**config.mk**
```make
export PLATFORM = sky130hd
export DESIGN_NAME = irqgrp_top
export DESIGN_NICKNAME = d
export VERILOG_FILES = /design/src/rtl/irqgrp_pkg.sv /design/src/rtl/irqgrp_regdec.sv /design/src/rtl/irqgrp_status_bank.sv /design/src/rtl/irqgrp_enable_bank.sv /design/src/rtl/irqgrp_outreg.sv /design/src/rtl/irqgrp_top.sv
export SDC_FILE = /design/constraint.sdc
export NUM_CORES = 1
export LEC_CHECK = 0
export ABC_AREA = 1
export BUFFER_PORTS_ARGS = -buffer_cell sky130_fd_sc_hd__buf_4
export CORE_MARGIN = 10
export CORE_UTILIZATION = 52
export DETAILED_ROUTE_END_ITERATION = 10
export PLACE_DENSITY = 0.78
export SETUP_SLACK_MARGIN = 0.3
export SLEW_MARGIN = 20
export SYNTH_ARGS = -nofsm -noshare
export SYNTH_HDL_FRONTEND = slang
export SYNTH_HIERARCHICAL = 1
export SYNTH_SLANG_ARGS = --single-unit
export TNS_END_PERCENT = 100
```
**constraint.sdc**
```tcl
create_clock -name clk_i -period 1.55 [get_ports clk_i]
set_clock_uncertainty 0.1 [all_clocks]
set_input_delay 0.2325 -clock clk_i [delete_from_list [all_inputs] [get_ports clk_i]]
set_output_delay 0.2325 -clock clk_i [all_outputs]
set_load 0.02 [all_outputs]
```
**src/rtl/irqgrp_pkg.sv**
```systemverilog
package irqgrp_pkg;

  // Register word offsets decoded by the block
  localparam int unsigned OFS_STATUS = 0;
  localparam int unsigned OFS_ENABLE = 1;

  // Which register a read strobe selects
  typedef enum logic [1:0] {
    RSEL_NONE   = 2'd0,
    RSEL_STATUS = 2'd1,
    RSEL_ENABLE = 2'd2
  } rd_sel_e;

endpackage

```
**src/rtl/irqgrp_regdec.sv**
```systemverilog
module irqgrp_regdec
  import irqgrp_pkg::*;
#(
  parameter int unsigned N_SRC  = 8,
  parameter int unsigned DATA_W = 8,
  parameter int unsigned ADDR_W = 2,
  localparam int unsigned BE_W  = DATA_W / 8
) (
  input  logic              wr_i,
  input  logic              rd_i,
  input  logic [ADDR_W-1:0] addr_i,
  input  logic [BE_W-1:0]   be_i,
  output logic              wr_status_o,
  output logic              wr_enable_o,
  output logic [N_SRC-1:0]  bit_we_o,
  output rd_sel_e           rd_sel_o
);

  logic hit_status;
  logic hit_enable;

  assign hit_status  = (addr_i == ADDR_W'(OFS_STATUS));
  assign hit_enable  = (addr_i == ADDR_W'(OFS_ENABLE));
  assign wr_status_o = wr_i & hit_status;
  assign wr_enable_o = wr_i & hit_enable;

  // Each source bit inherits the enable of the byte lane it lives in
  for (genvar g = 0; g < N_SRC; g++) begin : g_lane
    assign bit_we_o[g] = be_i[g / 8];
  end

  always_comb begin
    rd_sel_o = RSEL_NONE;
    if (rd_i) begin
      if (hit_status)      rd_sel_o = RSEL_STATUS;
      else if (hit_enable) rd_sel_o = RSEL_ENABLE;
    end
  end

endmodule

```
**src/rtl/irqgrp_status_bank.sv**
```systemverilog
module irqgrp_status_bank #(
  parameter int unsigned N_SRC = 8
) (
  input  logic             clk_i,
  input  logic             rst_ni,
  input  logic [N_SRC-1:0] src_i,
  input  logic             wr_i,
  input  logic [N_SRC-1:0] bit_we_i,
  input  logic [N_SRC-1:0] wdata_i,
  output logic [N_SRC-1:0] status_o
);

  for (genvar g = 0; g < N_SRC; g++) begin : g_cell
    logic clr;
    logic st_q;

    // Clear only on a lane-enabled write of zero
    assign clr = wr_i & bit_we_i[g] & ~wdata_i[g];

    always_ff @(posedge clk_i) begin
      if (!rst_ni)        st_q <= 1'b0;
      else if (src_i[g])  st_q <= 1'b1;   // hardware set has priority
      else if (clr)       st_q <= 1'b0;
    end

    assign status_o[g] = st_q;
  end

endmodule

```
**src/rtl/irqgrp_enable_bank.sv**
```systemverilog
module irqgrp_enable_bank #(
  parameter int unsigned N_SRC = 8
) (
  input  logic             clk_i,
  input  logic             rst_ni,
  input  logic             wr_i,
  input  logic [N_SRC-1:0] bit_we_i,
  input  logic [N_SRC-1:0] wdata_i,
  output logic [N_SRC-1:0] enable_o
);

  for (genvar g = 0; g < N_SRC; g++) begin : g_cell
    logic en_q;

    always_ff @(posedge clk_i) begin
      if (!rst_ni)                 en_q <= 1'b0;
      else if (wr_i && bit_we_i[g]) en_q <= wdata_i[g];
    end

    assign enable_o[g] = en_q;
  end

endmodule

```
**src/rtl/irqgrp_outreg.sv**
```systemverilog
module irqgrp_outreg
  import irqgrp_pkg::*;
#(
  parameter int unsigned N_SRC  = 8,
  parameter int unsigned DATA_W = 8
) (
  input  logic              clk_i,
  input  logic              rst_ni,
  input  logic [N_SRC-1:0]  status_i,
  input  logic [N_SRC-1:0]  enable_i,
  input  rd_sel_e           rd_sel_i,
  output logic              irq_o,
  output logic [DATA_W-1:0] rdata_o
);

  logic              any_pending;
  logic [DATA_W-1:0] rd_mux;

  assign any_pending = |(status_i & enable_i);

  always_comb begin
    rd_mux = '0;
    unique case (rd_sel_i)
      RSEL_STATUS: rd_mux[N_SRC-1:0] = status_i;
      RSEL_ENABLE: rd_mux[N_SRC-1:0] = enable_i;
      default:     rd_mux = '0;
    endcase
  end

  always_ff @(posedge clk_i) begin
    if (!rst_ni) begin
      irq_o   <= 1'b0;
      rdata_o <= '0;
    end else begin
      irq_o   <= any_pending;
      rdata_o <= rd_mux;
    end
  end

endmodule

```
**src/rtl/irqgrp_top.sv**
```systemverilog
module irqgrp_top
  import irqgrp_pkg::*;
#(
  parameter int unsigned N_SRC  = 8,
  parameter int unsigned DATA_W = 8,
  parameter int unsigned ADDR_W = 2,
  localparam int unsigned BE_W  = DATA_W / 8
) (
  input  logic              clk_i,
  input  logic              rst_ni,
  input  logic [N_SRC-1:0]  src_i,
  input  logic              reg_wr_i,
  input  logic              reg_rd_i,
  input  logic [ADDR_W-1:0] reg_addr_i,
  input  logic [DATA_W-1:0] reg_wdata_i,
  input  logic [BE_W-1:0]   reg_be_i,
  output logic [DATA_W-1:0] reg_rdata_o,
  output logic              grp_irq_o
);

  logic             wr_status;
  logic             wr_enable;
  logic [N_SRC-1:0] bit_we;
  rd_sel_e          rd_sel;
  logic [N_SRC-1:0] status_q;
  logic [N_SRC-1:0] enable_q;
  logic [N_SRC-1:0] wbits;

  assign wbits = reg_wdata_i[N_SRC-1:0];

  irqgrp_regdec #(
    .N_SRC (N_SRC),
    .DATA_W(DATA_W),
    .ADDR_W(ADDR_W)
  ) u_dec (
    .wr_i       (reg_wr_i),
    .rd_i       (reg_rd_i),
    .addr_i     (reg_addr_i),
    .be_i       (reg_be_i),
    .wr_status_o(wr_status),
    .wr_enable_o(wr_enable),
    .bit_we_o   (bit_we),
    .rd_sel_o   (rd_sel)
  );

  irqgrp_status_bank #(.N_SRC(N_SRC)) u_status (
    .clk_i   (clk_i),
    .rst_ni  (rst_ni),
    .src_i   (src_i),
    .wr_i    (wr_status),
    .bit_we_i(bit_we),
    .wdata_i (wbits),
    .status_o(status_q)
  );

  irqgrp_enable_bank #(.N_SRC(N_SRC)) u_enable (
    .clk_i   (clk_i),
    .rst_ni  (rst_ni),
    .wr_i    (wr_enable),
    .bit_we_i(bit_we),
    .wdata_i (wbits),
    .enable_o(enable_q)
  );

  irqgrp_outreg #(
    .N_SRC (N_SRC),
    .DATA_W(DATA_W)
  ) u_out (
    .clk_i   (clk_i),
    .rst_ni  (rst_ni),
    .status_i(status_q),
    .enable_i(enable_q),
    .rd_sel_i(rd_sel),
    .irq_o   (grp_irq_o),
    .rdata_o (reg_rdata_o)
  );

endmodule

```
---- After elaboration in Yosys (flattened, before gate mapping) ----
Cells that the tools add are included.
word-level totals
  flip-flop bits (word level) ............. 25
  RAM bits ................................ 0
  memories ................................ 0
  latch bits .............................. 0
  memory bits (read-only) ................. 0
  output and inout bits ................... 9
  word-level logic and storage cells ...... 72
cells by class
  shift operators ......................... 0
  mux-type cells .......................... 20
  reduce and logical (&&, ||, !) cells .... 11
  bitwise gates (word level) .............. 20
  divide/modulo/power cells ............... 0
  add/subtract/negate cells ............... 0
  magnitude comparators ................... 0
  equal/unequal tests ..................... 3
  $mul .................................... 0
operators with widths
  operator                                        count
  2-to-1 mux 1 bit                                16
  case mux 8 bit (2 select lines)                 1
  nonzero test 2 bit                              8
  bitwise AND 1 bit                               11
  bitwise AND 8 bit                               1
  inverter 1 bit                                  8
  OR reduction 8 bit                              1
  2-to-1 mux 2 bit                                3
  == test 2 x 1 -> 1 bit (second input constant)  2
  == test 2 bit (second input constant)           1
  logical NOT 2 bit                               1
  logical AND 1 bit                               1

---- Depth between registers and ports, before layout ----
Gate-level depths: netlist of run 1.
  depth after elaboration ................. 6
  gate-level depth with buffers ........... 8

---- By module ----
Netlist of run 1, hierarchy kept.
modules (own cells, without submodules)
  module              times used  cells each  area an instance (µm²)
  irqgrp_enable_bank  1           66          436.7
  irqgrp_outreg       1           57          429.2
  irqgrp_status_bank  1           58          405.4
  irqgrp_regdec       1           18          97.6

---- Least setup slack after synthesis of run 1 ----
OpenSTA, ideal clock, no wires.
  kind .................................... in2reg
  start ................................... input port reg_addr_i[1]
  end ..................................... register u_out.rdata_o[0]
  arrival time ............................ 1.219 ns
  stages .................................. 8
  library setup time ...................... 0.066 ns
  path slack .............................. 0.165 ns
  buffers on the path ..................... 1
  cell sequence ........................... inv_1 > nand2_1 > nor2_1 > inv_1 > ha_1 > or2_0 > buf_6 > a21oi_2
on the way
  elaborated cells on any way between the ends .. 8
  those cells by class .................... 3 x eq/ne; 4 x mux; 1 x reduce/logical
RTL lines
  item                                                            RTL line             source
  from (decl)                                                     irqgrp_top.sv:14     input logic [ADDR_W-1:0] reg_addr_i,
  logical NOT 2 bit *                                             irqgrp_regdec.sv:22  assign hit_status = (addr_i == ADDR_W'(OFS_STATUS));
  2-to-1 mux 2 bit *                                              irqgrp_regdec.sv:35  if (hit_status) rd_sel_o = RSEL_STATUS;
  2-to-1 mux 2 bit *                                              irqgrp_regdec.sv:34  if (rd_i) begin
  net rd_sel[0]                                                   irqgrp_top.sv:24     rd_sel_e rd_sel;
  == test 2 bit / == test 2 x 1 -> 1 bit (equally long branches)  irqgrp_outreg.sv:23  unique case (rd_sel_i)
  case mux 8 bit (2 select lines) *                               irqgrp_outreg.sv:23
  to (signal assigned)                                            irqgrp_outreg.sv:36  rdata_o <= rd_mux;
  to (decl)                                                       irqgrp_outreg.sv:13  output logic [DATA_W-1:0] rdata_o
Mark *: on every way through the listed nets, which the timed path passes. The rest lies on a longest branch.
A chain may end at the register's enable or synchronous reset.

---- Worst setup path after layout of run 1 ----
  start ................................... input port reg_addr_i[1]
  end ..................................... register u_out.rdata_o[0]
on the way
  word-level cells in the longest chain between the ends .. 6
  elaborated cells on any way between the ends .. 8
  those cells by class .................... 3 x eq/ne; 4 x mux; 1 x reduce/logical
ends and longest elaborated chain
  item                                                            RTL line             source
  == test 2 x 1 -> 1 bit                                          irqgrp_regdec.sv:23  assign hit_enable = (addr_i == ADDR_W'(OFS_ENABLE));
  2-to-1 mux 2 bit                                                irqgrp_regdec.sv:36  else if (hit_enable) rd_sel_o = RSEL_ENABLE;
  2-to-1 mux 2 bit *                                              irqgrp_regdec.sv:35
  2-to-1 mux 2 bit *                                              irqgrp_regdec.sv:34
  net rd_sel[1]                                                   irqgrp_top.sv:24
  == test 2 bit / == test 2 x 1 -> 1 bit (equally long branches)  irqgrp_outreg.sv:23
  case mux 8 bit (2 select lines) *                               irqgrp_outreg.sv:23
Marked as above.

==> impl_metrics.csv, run 1 <==
group,metric,value,unit
final_layout,area_growth,9.42,%
drt,drc,0,
clocking,clock_transition_at_the_registers_of_the_reported_paths,0.16,ns
timing,max_slew_margin,0.796,
floorplanning,top_level_ports,32,
drt,wire_per_inst,11.8,µm
drt,postRouteAntennaNets,0,
power,seq_power_share,0.590,
min_path,hold_path_class,"primary input to flop",
yosys,post_synth_num_cell_types,14,
timing,timing.final.max_slew_violations,0,
run_status,outcome,"finished, final reports clean",
clocking,htreeDepth,1,
clocking,cts.hold.buffers_added,0,
global_routing,grt_max_degree,17,
floorplanning,floorplan.rows,18,
floorplanning,total_die_area,0.00508,mm²
floorplanning,coreArea,0.00250,mm²
power,p_comb_frac,0.143,
yosys,yosys_register_bits,25,
critical_path,critical_path_peak_fanout,8,
yosys,syn-mean-instance-area,6.88,µm²
drt,vias,1124,
yosys,netlist_area,0.00137,mm²
timing,final.min_clock_period,1.18,ns
global_routing,total_congestion_overflow_after_global_routing,0,
critical_path,critical_path_capture_point_type,"flop",
final_layout,utilization_after_layout,0.599,
placed_design,port-buffer-count,31,
clocking,cts_setup_buffers,0,
final_layout,stdcell_count,237,
clocking,cts.path.max_buffers,2,
critical_path,arrival,1.35,ns
power,power.net_switching,0.321,mW
final_layout,finish.instance_area,0.00150,mm²
timing,postLayoutSetupSlackWorst,0.374,ns
final_layout,final_layout_size_suffix_gt1_frac,0.280,
placed_design,gpl.final_weighted_congestion,0.800,
yosys,synth_top_flop_cell,"sky130_fd_sc_hd__dfxtp_1",
power,p_total,1.16,mW
timing,final.setup.tns,0,ns
timing,worst_hold_slack,0.00873,ns
timing,tightestPinTransition,0.306,ns
global_routing,use_met2,0.177,
placed_design,detailedPlacementHpwl,2.17,mm
yosys,count_of_flip_flops_with_a_built_in_enable_after_synthesis,0,
yosys,cell_with_the_most_instances_after_synthesis,"sky130_fd_sc_hd__nand2_1",
clocking,cts_tree,"done",
critical_path,worstPathRequired,1.72,ns
yosys,syn_nets,224,
drt,detail_routed_via_count_per_cell,4.74,
power,share_clk_of_total_power,0.268,
yosys,yosysTopAreaCell,"sky130_fd_sc_hd__dfxtp_1",
timing,max_freq,850,MHz
global_routing,grtUsageMet1,0.126,
floorplanning,fp.dieH,71.3,µm
final_layout,fin_nets,233,
placed_design,placed_cells_incl_taps,233,
global_routing,initial_antenna_violation_count,0,
yosys,instance_count_of_the_mapped_netlist,199,
critical_path,cp-start-kind,"primary input",
yosys,synth.yosys.seq_area_share,0.366,
global_routing,grt_first_pass_wirelength,4.71,mm
run,max_cap_violations,0,
placed_design,pre_cts_slack,0.0183,ns
timing,rsz0062_at_grt,"no",
timing,final_min_period_over_clock_period,0.759,
drt,detailedRoute.firstPassIterationCount,4,
power,power_density_relative_to_cell_area,777,mW/mm²
final_layout,n_antenna_cell,0,
critical_path,critPathKind,"primary input to flop",
clocking,postCtsResizedCells,0,
power,cell_internal_pwr,0.843,mW
critical_path,reg2reg_depth,4,
drt,drt_wl_total,2.81,mm
timing,finalSetupViolCount,0,
timing,finalHoldViolations,0,
yosys,synthDominantCellAreaShare,0.366,
clocking,tritoncts.num_buffers,3,
yosys,most_common_library_cells_after_synthesis,"sky130_fd_sc_hd__nand2_1, sky130_fd_sc_hd__inv_1, sky130_fd_sc_hd__dfxtp_1",
power,netSwitchingFraction,0.276,
drt,drt_iter0_markers,53,
power,vdd_drop_max,0.456,mV
clocking,clock-sinks,25,
power,leakage,0.752,nW
floorplanning,fp.dieW,71.3,µm
yosys,ys_async_sr_fraction,0,
global_routing,globalRouteMet3Util,0.0331,
yosys,yosysWarnings,6,
floorplanning,initial_utilization,0.548,
clocking,worst_skew_pair.late_latency,0.34,ns
min_path,min_delay_path_depth,3,
placed_design,placedInstanceArea,0.00147,mm²
yosys,leading_cell_types_by_total_area_after_synthesis,"sky130_fd_sc_hd__dfxtp_1, sky130_fd_sc_hd__nand2_1, sky130_fd_sc_hd__buf_4",
global_routing,grtUsageTotal,0.110,
global_routing,grt_pass1_vias,1096,
clocking,clockRootBuffer,"sky130_fd_sc_hd__clkbuf_4",
global_routing,global_route.peak_usage_layer,"met2",
registers in the layout, summed over array words and instances (netlist names):
register and flops:
u_enable/g_cell.en_q 8, u_out/rdata_o 8, u_status/g_cell.st_q 8, u_out/irq_o 1
final cells by class:
type,count,area [µm²]
fill,230,1000
multi-input combinational,112,537
sequential,25,500
timing repair buffer,34,255
inverter,32,138
tap,30,37.5
clock buffer,3,22.5
clock inverter,1,7.51
layer usage:
layer,vias to the layer above,share of wire
met1,504,0.45
met2,34,0.46
met4,0,0.025
li1,579,-
met3,7,0.065
met5,-,0
layout by cell type (no fill, tap or decap), drive strengths merged:
cell type / Yosys / layout
buf: 30 / 34
inv: 32 / 32
clkinvlp: 0 / 1
a21oi: 17 / 17
nor2: 22 / 22
clkbuf: 0 / 3
dfxtp: 25 / 25
ha: 2 / 2
nand2: 62 / 62
or2: 1 / 1
nand3: 8 / 8
power groups by stage:
stage	Combinational, mW	Sequential (mW)	Clock [mW]
after global routing	0.186	0.690	0.335
after CTS	0.167	0.686	0.320
after global placement	0.160	0.700	0
after floorplan	0.140	0.695	0
final	0.166	0.686	0.312
after detailed placement	0.167	0.701	0
cell families (layout without fill, tap and decap cells):
kind of cell,Yosys count,after routing,synth area share
AND/OR/NAND/NOR,93,93,0.279
buffers and inverters,62,70,0.253
flip-flops,25,25,0.366
AO/OA/AOI/OAI,17,17,0.0841
adder cells (fa/ha/maj),2,2,0.0183
path summary, 6_finish.rpt:
kind / start / to / slack [ns]
min reg2reg: u_enable/g_cell[7].en_q / u_out/rdata_o[7] / 0.39
max: reg_addr_i[1] / u_out/rdata_o[0] / 0.37
min: src_i[7] / u_status/g_cell[7].st_q / 0.009
max reg2reg: u_status/g_cell[7].st_q / u_out/irq_o / 0.71
worst max-delay path, stage by stage:
cell	delay, ns
sky130_fd_sc_hd__buf_4	0.14
sky130_fd_sc_hd__inv_12	0.05
sky130_fd_sc_hd__nand2_1	0.05
sky130_fd_sc_hd__nor2_1	0.15
sky130_fd_sc_hd__ha_1	0.25
sky130_fd_sc_hd__or2_0	0.19
sky130_fd_sc_hd__buf_4	0.18
sky130_fd_sc_hd__a21oi_2	0.11
(Power assumes the default switching activity.)
==> inputs of run 2 (changes only) <==
==> constraint.sdc (replaced) <==
create_clock -name clk_i -period 1.2 [get_ports clk_i]
set_clock_uncertainty 0.1 [all_clocks]
set_input_delay 0.18 -clock clk_i [delete_from_list [all_inputs] [get_ports clk_i]]
set_output_delay 0.18 -clock clk_i [all_outputs]
set_load 0.02 [all_outputs]
==> impl_metrics.csv, run 2 (synthesis results as in run 1) <==
group,metric,value,unit
run_status,outcome,"finished, final reports clean",
min_path,hold_path_class,"primary input to flop",
floorplanning,total_die_area,0.00508,mm²
critical_path,arrival,0.81,ns
global_routing,grt_pass1_vias,1168,
timing,max_freq,918,MHz
floorplanning,fp.dieW,71.3,µm
power,seq_power_share,0.565,
timing,final.min_clock_period,1.09,ns
global_routing,grt_first_pass_wirelength,5.09,mm
drt,vias,1190,
placed_design,placed_cells_incl_taps,234,
final_layout,area_growth,29.5,%
global_routing,initial_antenna_violation_count,0,
global_routing,grt_max_degree,17,
timing,max_slew_margin,0.796,
critical_path,critical_path_capture_point_type,"primary output",
final_layout,layout_common_cells,"sky130_fd_sc_hd__nand2_1, sky130_fd_sc_hd__inv_1, sky130_fd_sc_hd__buf_4",
placed_design,gpl.final_weighted_congestion,0.799,
floorplanning,top_level_ports,32,
power,p_comb_frac,0.177,
timing,timing.final.max_slew_violations,0,
floorplanning,initial_utilization,0.548,
drt,drt_iter0_markers,64,
clocking,clock_transition_at_the_registers_of_the_reported_paths,0.15,ns
placed_design,port-buffer-count,31,
final_layout,final_common_cell,"sky130_fd_sc_hd__nand2_1",
floorplanning,coreArea,0.00250,mm²
global_routing,grtUsageTotal,0.119,
drt,detail_routed_via_count_per_cell,4.65,
power,power.net_switching,0.435,mW
final_layout,n_antenna_cell,0,
final_layout,reg_top3,"u_enable/g_cell.en_q x8, u_out/rdata_o x8, u_status/g_cell.st_q x8",
critical_path,timing.critical_path.slowest_cell_delay,0.35,ns
final_layout,fin_nets,252,
power,leakage,0.854,nW
final_layout,stdcell_count,256,
clocking,cts.path.max_buffers,2,
drt,wire_per_inst,12.1,µm
final_layout,utilization_after_layout,0.709,
critical_path,crit_buf_inv,1,
drt,postRouteAntennaNets,0,
critical_path,critical_path_peak_fanout,1,
power,netSwitchingFraction,0.276,
critical_path,path_cells,"buf_6",
clocking,worst_skew_pair.late_latency,0.33,ns
timing,rsz0062_at_grt,"yes",
placed_design,detailedPlacementHpwl,2.17,mm
timing,finalSetupViolCount,0,
power,share_clk_of_total_power,0.258,
clocking,clockRootBuffer,"sky130_fd_sc_hd__clkbuf_4",
drt,detailedRoute.firstPassIterationCount,4,
global_routing,total_congestion_overflow_after_global_routing,0,
power,cell_internal_pwr,1.14,mW
timing,tightestPinTransition,0.306,ns
drt,drt_wl_total,3.11,mm
critical_path,cp_top_delay_family,"flip-flops",
floorplanning,floorplan.rows,18,
timing,final_min_period_over_clock_period,0.907,
floorplanning,fp.dieH,71.3,µm
critical_path,cp-start-kind,"flop",
critical_path,critical-path-slowest-cell,"sky130_fd_sc_hd__dfxtp_2",
final_layout,final_layout_size_suffix_gt1_frac,0.367,
drt,drc,0,
clocking,htreeDepth,1,
power,vdd_drop_max,0.649,mV
clocking,cts_tree,"done",
critical_path,worstPathRequired,0.92,ns
timing,final.setup.tns,0,ns
critical_path,critPathKind,"flop to primary output",
timing,finalHoldViolations,0,
power,power_density_relative_to_cell_area,890,mW/mm²
clocking,clock-sinks,25,
run,max_cap_violations,0,
clocking,tritoncts.num_buffers,3,
## run 2: final cells by class
| type | instances | area (µm²) |
|---|---|---|
| Clock buffer | 3 | 22.5 |
| Clock inverter | 1 | 7.51 |
| Fill cell | 194 | 727 |
| Inverter | 32 | 138 |
| Multi-Input combinational cell | 112 | 552 |
| Sequential cell | 25 | 522 |
| Tap cell | 30 | 37.5 |
| Timing Repair Buffer | 53 | 494 |
## run 2: path summary, 6_finish.rpt
check             slack, ns               startpoint  depth (start not counted)                      end
setup / recovery       0.11         u_out/rdata_o[0]                          1           reg_rdata_o[0]
hold / removal         0.03                   rst_ni                          3  u_enable/g_cell[1].en_q
setup reg to reg       0.31  u_enable/g_cell[3].en_q                          4              u_out/irq_o
hold reg to reg        0.38  u_enable/g_cell[7].en_q                          2         u_out/rdata_o[7]
## run 2: per-stage QoR
stage	setup slack (ns)	area [µm²]	hold slack (ns)	power (mW)
after floorplan	-0.0349	1400	0.204	1.08
after global placement	-0.239	1480	0.309	1.11
after detailed placement	-0.284	1480	0.318	1.12
after CTS	0.100	1750	0.0160	1.57
after global routing	0.0734	1770	0.0243	1.64
final	0.111	1770	0.0305	1.58
## run 2: layer usage
layer / global-route usage / vias up / part of all wire
met5: 0 / - / 0
met4: 0.0452 / 0 / 0.013
met3: 0.0317 / 4 / 0.052
met2: 0.205 / 24 / 0.49
met1: 0.137 / 546 / 0.45
li1: - / 616 / -
## run 2: power by group through the flow
stage | registers, mW | clock network [mW] | logic [mW]
4_1_cts | 0.888 | 0.412 | 0.271
6_report | 0.891 | 0.407 | 0.279
2_1_floorplan | 0.897 | 0 | 0.180
5_1_grt | 0.896 | 0.440 | 0.306
3_5_place_dp | 0.905 | 0 | 0.217
3_3_place_gp | 0.904 | 0 | 0.209
## run 2: what timing repair did
item / in CTS / in global routing
hold buffers: 16 / 0
setup buffers: 1 / 1
setup endpoints to repair: 22 / 25
gates resized for setup: 26 / 13
pin swaps: 3 / 3
endpoints found under the hold margin: 16 / 0
cloned: 0 / 0
